$ cat src/rtl/shft_pkg.sv
package shft_pkg;
  typedef enum logic [1:0] {
    SH_LSL = 2'b00,
    SH_LSR = 2'b01,
    SH_ASR = 2'b10,
    SH_ROR = 2'b11
  } shop_e;
endpackage

$ cat src/rtl/shft_core.sv
module shft_core
  import shft_pkg::*;
#(
  parameter int W  = 32,
  parameter int AW = 8
) (
  input  logic [W-1:0]  src,
  input  logic [AW-1:0] amt,
  input  logic [1:0]    op,
  input  logic          cin,
  output logic [W-1:0]  res,
  output logic          cout
);
  localparam int RW = $clog2(W);

  // Each function returns {carry, result}; a zero amount is handled by the caller.
  function automatic logic [W:0] f_lsl(input logic [W-1:0] s, input logic [AW-1:0] a);
    logic [2*W-1:0] t;
    t = {{W{1'b0}}, s} << a;
    return {t[W], t[W-1:0]};
  endfunction

  function automatic logic [W:0] f_lsr(input logic [W-1:0] s, input logic [AW-1:0] a);
    logic [2*W-1:0] t;
    t = {s, {W{1'b0}}} >> a;
    return {t[W-1], t[2*W-1:W]};
  endfunction

  function automatic logic [W:0] f_asr(input logic [W-1:0] s, input logic [AW-1:0] a);
    logic signed [2*W-1:0] t;
    t = $signed({s, {W{1'b0}}}) >>> a;
    return {t[W-1], t[2*W-1:W]};
  endfunction

  function automatic logic [W:0] f_ror(input logic [W-1:0] s, input logic [AW-1:0] a);
    logic [2*W-1:0] t;
    logic [RW-1:0]  r;
    r = a[RW-1:0];
    t = {s, s} >> r;
    return {t[W-1], t[W-1:0]};
  endfunction

  logic [W:0] lane [4];

  always_comb begin
    lane[0] = f_lsl(src, amt);
    lane[1] = f_lsr(src, amt);
    lane[2] = f_asr(src, amt);
    lane[3] = f_ror(src, amt);
  end

  always_comb begin
    if (amt == '0) begin
      res  = src;
      cout = cin;
    end else begin
      {cout, res} = lane[op];
    end
  end
endmodule

$ cat src/rtl/shft_flags.sv
module shft_flags #(
  parameter int W = 32
) (
  input  logic [W-1:0] res,
  input  logic         shc,
  input  logic         upd,
  input  logic         n_in,
  input  logic         z_in,
  input  logic         c_in,
  output logic         n_out,
  output logic         z_out,
  output logic         c_out
);
  always_comb begin
    if (upd) begin
      n_out = res[W-1];
      z_out = ~|res;
      c_out = shc;
    end else begin
      n_out = n_in;
      z_out = z_in;
      c_out = c_in;
    end
  end
endmodule

$ cat src/rtl/shft_barrel.sv
module shft_barrel
  import shft_pkg::*;
#(
  parameter int W  = 32,
  parameter int AW = 8
) (
  input  logic [31:0] src_i,
  input  logic [7:0]  amt_i,
  input  logic [1:0]  op_i,
  input  logic        carry_i,
  input  logic        neg_i,
  input  logic        zero_i,
  input  logic        upd_flags_i,
  output logic [31:0] result_o,
  output logic        shcarry_o,
  output logic        neg_o,
  output logic        zero_o,
  output logic        carry_o
);
  logic [W-1:0] sh_res;
  logic         sh_carry;

  shft_core #(.W(W), .AW(AW)) u_core (
    .src  (src_i),
    .amt  (amt_i),
    .op   (op_i),
    .cin  (carry_i),
    .res  (sh_res),
    .cout (sh_carry)
  );

  shft_flags #(.W(W)) u_flags (
    .res   (sh_res),
    .shc   (sh_carry),
    .upd   (upd_flags_i),
    .n_in  (neg_i),
    .z_in  (zero_i),
    .c_in  (carry_i),
    .n_out (neg_o),
    .z_out (zero_o),
    .c_out (carry_o)
  );

  assign result_o  = sh_res;
  assign shcarry_o = sh_carry;
endmodule

$ cat config.mk
export PLATFORM = sky130hd
export DESIGN_NAME = shft_barrel
export DESIGN_NICKNAME = d
export VERILOG_FILES = /design/src/rtl/shft_pkg.sv /design/src/rtl/shft_core.sv /design/src/rtl/shft_flags.sv /design/src/rtl/shft_barrel.sv
export SDC_FILE = /design/constraint.sdc
export NUM_CORES = 1
export LEC_CHECK = 0
export BUFFER_PORTS_ARGS = -buffer_cell sky130_fd_sc_hd__buf_4
export CORE_MARGIN = 1
export CORE_UTILIZATION = 48
export DETAILED_ROUTE_END_ITERATION = 16
export GPL_ROUTABILITY_DRIVEN = 1
export MAX_ROUTING_LAYER = met4
export PLACE_DENSITY = 0.7
export SLEW_MARGIN = 20
export SYNTH_ARGS = -nofsm -noshare
export SYNTH_HDL_FRONTEND = slang
export SYNTH_SLANG_ARGS = --single-unit
export TNS_END_PERCENT = 1
$ cat constraint.sdc
create_clock -name vclk -period 3.4
set_input_delay 0.51 -clock vclk [all_inputs]
set_output_delay 0.51 -clock vclk [all_outputs]
set_load 0.02 [all_outputs]
==> results of run 1 <==
==> logic make-up after synthesis <==
kind of cell           after synthesis  share of synthesized area, %
AND/OR/NAND/NOR                    390                         23.33
buffers and inverters              157                         8.270
multiplexers                       219                         39.95
AO/OA/AOI/OAI                      323                         28.45
==> through the flow <==
step           hold slack (ps)  setup slack (ps)
3_3_place_gp              1332            -768.7
2_1_floorplan             1173            -331.7
3_5_place_dp              1335            -906.1
4_1_cts                   1333            -561.9
==> layer usage <==
metal / global-route usage [%] / overflow
met5: - / -
met4: 70.69 / 68
met3: 57.51 / 2
met2: 89.97 / 115
met1: 75.81 / 2
==> what timing repair did <==
item | in CTS
setup endpoints to repair | 36
gates resized for setup | 64
pin swaps | 14
cloned | 4
setup buffers | 9
==> results by stage, run 1 <==
Run status:
- The run stopped with a tool error.
- The stopping stage is 5_1_grt.
- The first error in the log reads "[ERROR GRT-0116] Global routing finished with congestion. Check the congestion regions in the DRC Viewer".

Synth:
- The mapped netlist covers 8215 um2.
- Of the post-synthesis cell area, the dominant cell type holds 22.75%.
- The commonest cells after synthesis are sky130_fd_sc_hd__nand2_1 (104), sky130_fd_sc_hd__mux2i_1 (95), sky130_fd_sc_hd__nor2_1 (89).
- Ranked by total cell area, the synthesized netlist is headed by sky130_fd_sc_hd__mux4_2 (23%), sky130_fd_sc_hd__mux2i_1 (12%), sky130_fd_sc_hd__mux2_2 (5.6%), sky130_fd_sc_hd__nand2_1 (4.8%), sky130_fd_sc_hd__nor2_1 (4.1%).
- Synthesis instantiated 79 different standard cells from the library.
- The most common cell in the synthesized netlist is sky130_fd_sc_hd__nand2_1.
- Summed over all instances, the cell type with the most area after synthesis is sky130_fd_sc_hd__mux4_2.
- The number of nets in the synthesized netlist is 1,135.
- For this run, the number of Yosys warnings is 0.
- The share of the Yosys chip area taken by registers is 0%.
- The instance count of the mapped netlist is 1,089.
- A synthesized cell averages 7.544 um2.

Die:
- Measured along the y axis, the die boundary spans 132.8 um.
- The width of the die is 132.8 um.
- The initial cell density of the core is 49.36%.
- 82 I/O pins were placed.
- The number of placement rows is 47.

Clock network:
- The number of hold buffers added after cts is 0.

Placement:
- In this run, placement finished with an instance count of 1,782.
- The detailed-placement wirelength estimate is 43.25 mm.
- The post-detailed-placement cell area is 12,810 um2.
- The placer's final routability congestion estimate is 1.502.
- The number of buffer cells added on primary ports is 82.

Global routing:
- The remaining global-route overflow is 187.
- The via count of the first global-routing pass is 15,140.
- Entering global routing, the biggest net connects 37 pins.
- The first global-routing pass estimated 96.03 mm of wire.
- The global-route usage over all layers is 75.21%.
==> run 2: changes to the inputs <==
- CORE_UTILIZATION: 48 -> 33
- MAX_ROUTING_LAYER: met4 -> not set
- PLACE_DENSITY: 0.7 -> not set
- PLACE_DENSITY_LB_ADDON: not set -> 0.15
- clock period: 3.4 -> 4.42 ns (I/O delays scaled with it)
==> run 2 against run 1 <==
- the flow now finishes, with violations (setup timing)
- synthesized cell count stayed put
- synthesized area stayed put
==> results by stage, run 2 <==
Run status:
- The run finished, with violations left.
- The checks that failed: setup timing.

Worst setup path:
- The critical path class is input pin to output port.
- Of all nets on the critical path, the largest fanout is 16.
- At the worst endpoint, the required time is 3760 ps.
- The critical path launch point type is an input pin.
- The element type at the critical path end is an output port.
- The data arrival time of the critical path is 3770 ps.

Route:
- The average wire per cell in the routed design is 36.02 um.
- For this block, the initial DRC count from the detailed router was 2,029.
- The detailed-routing iteration count for the pre-antenna-repair pass is 9.
- The remaining routing DRC violations is 0.
- The number of nets with antenna violations after detailed routing is 0.
- The total number of vias is 12,370.
- For this block, the routed nets add up to 62.88 mm of wire.
- In the routed layout, each cell is associated on average with a via count of 7.087.

Timing:
- The total of endpoints with negative setup slack in the final report is 1.
- The period utilization is 100.4%.
- The final hold violation count is 0.
- Setup repair after global routing could not meet its margin everywhere.
- At the pin with the least slew margin, the transition time is 717.4 ps.
- In this run the tightest slew margin relative to its limit is 52.03%.
- The smallest setup slack after layout is -16.61 ps.
- The number of max-slew violations in the final report came to 0.
- The clock period minus final worst setup slack is 4437 ps.
- The highest clock frequency the design can meet is 0.2254 GHz.

Placement:
- The detailed-placement wirelength estimate is 50.98 mm (+18%).
- The number of buffer cells added on primary ports was 82 (unchanged).
- The placer's final routability congestion estimate is 1.113 (-26%).
- The cell count after placement was 1,721 (-3.4%).

Finish:
- The library cell used most frequently in the layout, excluding fill and tap cells, is sky130_fd_sc_hd__buf_4.
- The final layout contains 1,469 nets.
- The design has 0 sequential cells.
- For this run, the number of standard cells in the final layout without fillers is 1,746.
- The number of clock buffers in the layout is 0.
- Across the whole layout, storage elements account for 0 um2.
- In the layout the commonest cells are sky130_fd_sc_hd__buf_4 (437), sky130_fd_sc_hd__nand2_1 (104), sky130_fd_sc_hd__nor2_1 (88).
- The layout overhead on the synthesized area is 50.58%.
- The post-route netlist has 47.64% of its cells at a drive strength greater than 1.

Synth:
- The cell accounting for the most synthesized area is sky130_fd_sc_hd__mux4_2.
- The post-synthesis area per instance came to 7.544 um2 (unchanged).
- The number of nets in the synthesized netlist is 1,135 (unchanged).
- After synthesis, the largest family of logic cells by area is multiplexers.
- The instance count of the mapped netlist came to 1,089 (unchanged).
- The complex-gate fraction of the synthesized area is 28.45% (unchanged).
- The combined area of all synthesized cells is 8215 um2 (unchanged).
- By count the netlist is led by sky130_fd_sc_hd__nand2_1 (104), sky130_fd_sc_hd__mux2i_1 (95), sky130_fd_sc_hd__nor2_1 (89).
- Yosys instantiated no cell more often than sky130_fd_sc_hd__nand2_1.
- The Yosys warning count was 0 (unchanged).
- The sequential cell area fraction in the yosys report was 0% (unchanged).
- The fraction of post-synthesis cell area in the top cell type by area is 22.75% (unchanged).
- The mux share of post-synthesis cell area is 39.95% (unchanged).
- The fraction of the mapped netlist area in adder cells came to 0% (unchanged).
- The xor and xnor area share after synthesis is 0% (unchanged).
- The number of distinct standard cells referenced by the synthesized netlist came to 79 (unchanged).
- Sorting the synthesized cells by area gives the leading types as sky130_fd_sc_hd__mux4_2 (23%), sky130_fd_sc_hd__mux2i_1 (12%), sky130_fd_sc_hd__mux2_2 (5.6%), sky130_fd_sc_hd__nand2_1 (4.8%), sky130_fd_sc_hd__nor2_1 (4.1%).
- The simple-gate area share of the yosys netlist is 23.33% (unchanged).

Global routing:
- Global routing finished with a remaining overflow of 0.
- The via count of the first global-routing pass was 11,850.
- The number of antenna violations at the first check in global routing is 2.
- The global-route wire length before repair is 88.56 mm.
- Global routing used 48.12% of the available tracks.
- The pin count of the biggest net entering global routing is 37.

Die:
- The placeable core area is 24,390 um2.
- The top-level I/O count came to 82 (unchanged).
- The initial cell density of the core came to 33.68% (-16 points).
- The height of the chip is 159.8 um (+20%).
- The number of placement rows is 57 (+21%).
- The width of the die came to 159.8 um (+20%).
- The die covers 25,530 um2.

Flow run:
- The number of max-cap violations is 0.

Worst hold path:
- The class of the most critical hold timing path is input pin to output port.

Clock network:
- The number of hold buffers added after cts is 0 (unchanged).

Power:
- The worst-case IR drop observed on VDD is 94.22 uV.
- The leakage power of the design is 5.089 nW.
- Dividing total power by cell area gives a power density of 148.0 nW/um2.
- Power comes to 1.831 mW.
-- run 2: logic make-up after synthesis --
logic type | after synthesis
AO/OA/AOI/OAI | 323
multiplexers | 219
buffers and inverters | 157
AND/OR/NAND/NOR | 390
-- run 2: through the flow --
step                      util [%]  setup TNS [ps]  setup WS [ps]  cell area (um2)  hold WS [ps]
final                        50.72          -16.61         -16.61            12370          1629
after detailed placement     48.09          -351.4         -351.4            11730          1634
after global placement       48.09          -407.4         -407.4            11730          1637
after CTS                    49.03               0          1.402            11960          1636
after global routing         50.71          -33.31         -33.31            12370          1653
after floorplan                  -               0          141.0             8215          1495
-- run 2: layout make-up --
| class | instances | area [um2] |
|---|---|---|
| Antenna cell | 1 | 2.502 |
| Fill cell | 2448 | 12020 |
| Inverter | 11 | 43.79 |
| Multi-Input combinational cell | 932 | 7886 |
| Tap cell | 324 | 405.4 |
| Timing Repair Buffer | 478 | 4033 |
-- run 2: path summary, 6_finish.rpt --
kind	start	end	slack (ps)	cells past startpoint
worst min-delay path	zero_i	zero_o	1630	3
worst max-delay path	amt_i[2]	zero_o	-20	13
-- run 2: timing repair --
action                     4_1_cts  5_1_grt
gates resized for setup         38       55
setup buffers                    3       22
setup endpoints to repair        1        1
pin swaps                       15       22
cloned                           1        0
-- run 2: per-layer routing --
layer,up-vias,wire length [um],global-route usage [%]
met4,0,5705,33.42
met2,1131,26180,71.62
met3,272,7697,11.19
met1,5945,23300,61.49
li1,5026,-,-
met5,-,0,0
-- run 2: worst max-delay path: stages --
cell and delay [ps]:
sky130_fd_sc_hd__buf_4 150, sky130_fd_sc_hd__buf_12 180, sky130_fd_sc_hd__buf_4 150, sky130_fd_sc_hd__mux4_2 560, sky130_fd_sc_hd__buf_4 190, sky130_fd_sc_hd__nand2_1 60
sky130_fd_sc_hd__o21ai_0 250, sky130_fd_sc_hd__a221oi_1 700, sky130_fd_sc_hd__a221oi_1 200, sky130_fd_sc_hd__nand4_1 180, sky130_fd_sc_hd__nor4_4 70, sky130_fd_sc_hd__a32o_2 280
sky130_fd_sc_hd__buf_6 130
-- run 2: power by group --
part / internal, mW / leakage (nW) / switching, mW
logic: 0.805 / 5.09 / 1.03
clock network: 0.0000000156 / 0.00000787 / 0
registers: 0 / 0 / 0
Note: power is estimated with default switching activity, not from simulation.
==> run 3: changes to the inputs <==
- ABC_AREA: not set -> 1
- RECOVER_POWER: not set -> 25
==> run 3 against run 2 <==
- the flow now finishes without violations
- largest power group unchanged
- worst hold slack got worse by 0.51 ps
- final cell count is 5.2% higher
- largest cell class unchanged
- design area down 36%
- clock-buffer cell count is the same
==> results by stage, run 3 <==
Run status:
- The run finished with clean final reports.

Clock network:
- The post-CTS setup buffer count is 0 (-3).
- The number of hold buffers added after cts is 0 (unchanged).
- The quantity of gates resized following cts is 0 (-100%).

Flow run:
- The number of max-cap violations is 0 (unchanged).

Timing:
- The smallest setup slack after layout was 296.2 ps (+312.8 ps).
- The final-layout setup total negative slack is 0 ps (+16.61 ps).
- The clock period minus final worst setup slack is 4124 ps (-312.8 ps).
- The relative slew slack is 42.10% (-9.9 points).
- The period utilization was 93.30% (-7.1 points).
- The number of max-slew violations in the final report was 0 (unchanged).
- The worst-margin pin slew came to 867.6 ps (+150.2 ps).
- Setup repair after global routing left no endpoint under its margin.
- The final hold violation count is 0 (unchanged).
- The total of endpoints with negative setup slack in the final report came to 0 (-1).
- The highest clock frequency the design can meet is 0.2425 GHz (+7.6%).

Placement:
- The detailed-placement wirelength estimate is 31.23 mm (-39%).
- The worst slack after detailed placement is 421.0 ps (+772.5 ps).
- The number of buffer cells added on primary ports is 82 (unchanged).
- The placer's final routability congestion estimate was 1.026 (-7.8%).
- The post-detailed-placement cell area is 7883 um2 (-33%).

Route:
- The number of nets with antenna violations after detailed routing is 0 (unchanged).
- The number of design-rule violations left by the first detailed-router iteration came to 1,583 (-22%).
- The detailed-routing iteration count for the pre-antenna-repair pass was 6 (-3).
- The total number of vias is 10,850 (-12%).
- The via density per instance was 5.904 (-17%).
- The final wirelength is 40.19 mm (-36%).
- The average wire per cell in the routed design was 21.88 um (-39%).
- The remaining routing DRC violations was 0 (unchanged).

Worst setup path:
- Traced cell by cell, the critical path runs through buf_4 -> inv_8 -> nand2_1 -> nand2_1 -> nand2_1 -> nand3_1 -> nand2_1 -> o21ai_2 -> nand2_1 -> nand2_1 -> nand2_1 -> nand2_1 -> nand2_2 -> nor2_2 -> nand3_1 -> nor2_1 -> nand3_1 -> nor2_1 -> nand2_1 -> nand2_1 -> buf_4.
- The element type at the critical path end is an output port.
- The data arrival time of the critical path was 3460 ps (-310 ps).
- The worst setup path is of the input pin to output port kind.
- The largest fanout on the critical path is 54 (+38).
- The most critical setup path has its startpoint at amt_i[0].
- The critical path launch point type is an input pin.
- The worst path required time came to 3760 ps (about the same).
- In this design, the critical path's most frequently occurring cell is sky130_fd_sc_hd__nand2_1.
- The maximum single-stage delay on the critical path was 310 ps (-390 ps).
- The slowest cell on the critical path is sky130_fd_sc_hd__inv_8.

Synth:
- The number of distinct standard cells referenced by the synthesized netlist is 37 (-53%).
- The fraction of post-synthesis cell area in the top cell type by area is 34.78% (+12 points).
- The cell accounting for the most synthesized area is sky130_fd_sc_hd__nand2_1.
- The post-synthesis area per instance came to 4.535 um2 (-40%).
- By count the netlist is led by sky130_fd_sc_hd__nand2_1 (653), sky130_fd_sc_hd__nand3_1 (352), sky130_fd_sc_hd__inv_1 (84).
- The instance count of the mapped netlist is 1,554 (+43%).
- The number of nets in the synthesized netlist is 1,600 (+41%).
- The Yosys warning count is 0 (unchanged).
- The combined area of all synthesized cells is 7048 um2 (-14%).
- By area the synthesized netlist is led by sky130_fd_sc_hd__nand2_1 (35%), sky130_fd_sc_hd__nand3_1 (25%), sky130_fd_sc_hd__inv_1 (4.5%), sky130_fd_sc_hd__a21oi_1 (4.3%), sky130_fd_sc_hd__o21ai_0 (4.0%).
- The most used standard cell by instance count after synthesis is sky130_fd_sc_hd__nand2_1.
- The sequential cell area fraction in the yosys report is 0% (unchanged).

Power:
- The maximum vdd drop is 64.26 uV (-32%).
- The areal power density over the cells is 143.6 nW/um2 (-3.0%).
- The leakage power of the design came to 4.272 nW (-16%).
- The overall power consumption was 1.129 mW (-38%).

Finish:
- The area of all placed cells without fillers is 7864 um2 (-36%).
- The number of clock buffers in the layout is 0 (unchanged).
- Compared with the post-synthesis result, the final layout area differs by 11.57%.
- The number of diodes came to 0 (-1).
- The register area was 0 um2 (unchanged).
- The share of final-layout standard cells stronger than drive strength 1 is 11.33% (-36 points).
- The sequential cell count is 0 (unchanged).
- The post-layout utilization of the core came to 37.53% (-13 points).
- The count of nets after finishing is 1,610 (+9.6%).
- The most frequent standard cell in the layout excluding fill and tap cells is sky130_fd_sc_hd__nand2_1.
- Leaving out fill and tap cells, the most frequent cells in the layout are sky130_fd_sc_hd__nand2_1 (653), sky130_fd_sc_hd__nand3_1 (352), sky130_fd_sc_hd__buf_4 (116).

Die:
- The initial cell density of the core was 33.63% (-0.048 points).
- The number of placement rows was 53 (-7.0%).
- The placeable core area is 20,960 um2 (-14%).
- The die area is 21,950 um2 (-14%).
- The top-level I/O count was 82 (unchanged).
- The height of the chip is 148.1 um (-7.3%).
- The width of the die is 148.1 um (-7.3%).

Worst hold path:
- The tightest min-delay check is of the input pin to output port type.
- The count of cells along the worst hold path was 4 (+1).
- The path with the worst hold slack has its endpoint at zero_o.
- The worst hold path startpoint is zero_i.

Global routing:
- The remaining global-route overflow is 0 (unchanged).
- The number of antenna violations at the first check in global routing is 1 (-1).
- The pin count of the biggest net entering global routing was 71 (+92%).
- The via count of the first global-routing pass is 9,831 (-17%).
- The global-route usage over all layers was 36.23% (-12 points).
- The global-route wire length before repair is 60.40 mm (-32%).
-- run 3: cell types whose count changed in the layout (fill, tap and decap cells not counted), sizes merged, moves of 26 or more --
cell	delta
nand2	+574
buf	-351
nand3	+319
mux2i	-90
mux4	-83
inv	+80
mux2	-41
nor3	-37
o21ai	+34
nand4	+26
-- run 3: worst max-delay path by stage --
stage	end	cells past startpoint	slack (ps)
after floorplan	carry_o	16	1100
final	zero_o	21	300
after CTS	zero_o	21	420
after global routing	zero_o	21	120
after global placement	zero_o	21	380
after detailed placement	zero_o	21	420
-- run 3: area by class of cell --
| class | instances | area (um2) |
|---|---|---|
| Tap cell | 275 | 344.1 |
| Inverter | 91 | 351.6 |
| Multi-Input combinational cell | 1339 | 6058 |
| Timing Repair Buffer | 132 | 1110 |
| Fill cell | 2564 | 13090 |
-- run 3: critical path: cells and delay by family --
kind / cells / cell delay, ps
and+or+nand+nor: 17 / 1880
buffers and inverters: 3 / 650
AOI/OAI and AO/OA: 1 / 230
-- run 3: kinds of logic after synthesis --
kind of cell	count (synthesis)	synth area share (%)
and+or+nand+nor	1158	71.45
muxes	5	0.7101
AOI/OAI and AO/OA	176	13.69
buffers and inverters	215	14.15
-- run 3: through the flow --
step,hold WS [ps],instances
4_1_cts,1627,1837
3_3_place_gp,1643,1837
6_report,1628,1837
2_1_floorplan,1497,1554
5_1_grt,1655,1837
3_5_place_dp,1626,1837
-- run 3: where the power goes --
part / internal [mW] / switching, mW / total [mW]
clock: 0 / 0 / 0
combinational: 0.342 / 0.787 / 1.13
sequential: 0 / 0 / 0
-- run 3: routing by layer --
| metal | track usage (%) | vias up | routed length [um] |
|---|---|---|---|
| met5 | 0 | - | 0 |
| met4 | 11.24 | 0 | 1462 |
| met3 | 5.920 | 83 | 4194 |
| met2 | 57.18 | 615 | 17500 |
| met1 | 49.93 | 5016 | 17030 |
| li1 | - | 5132 | - |
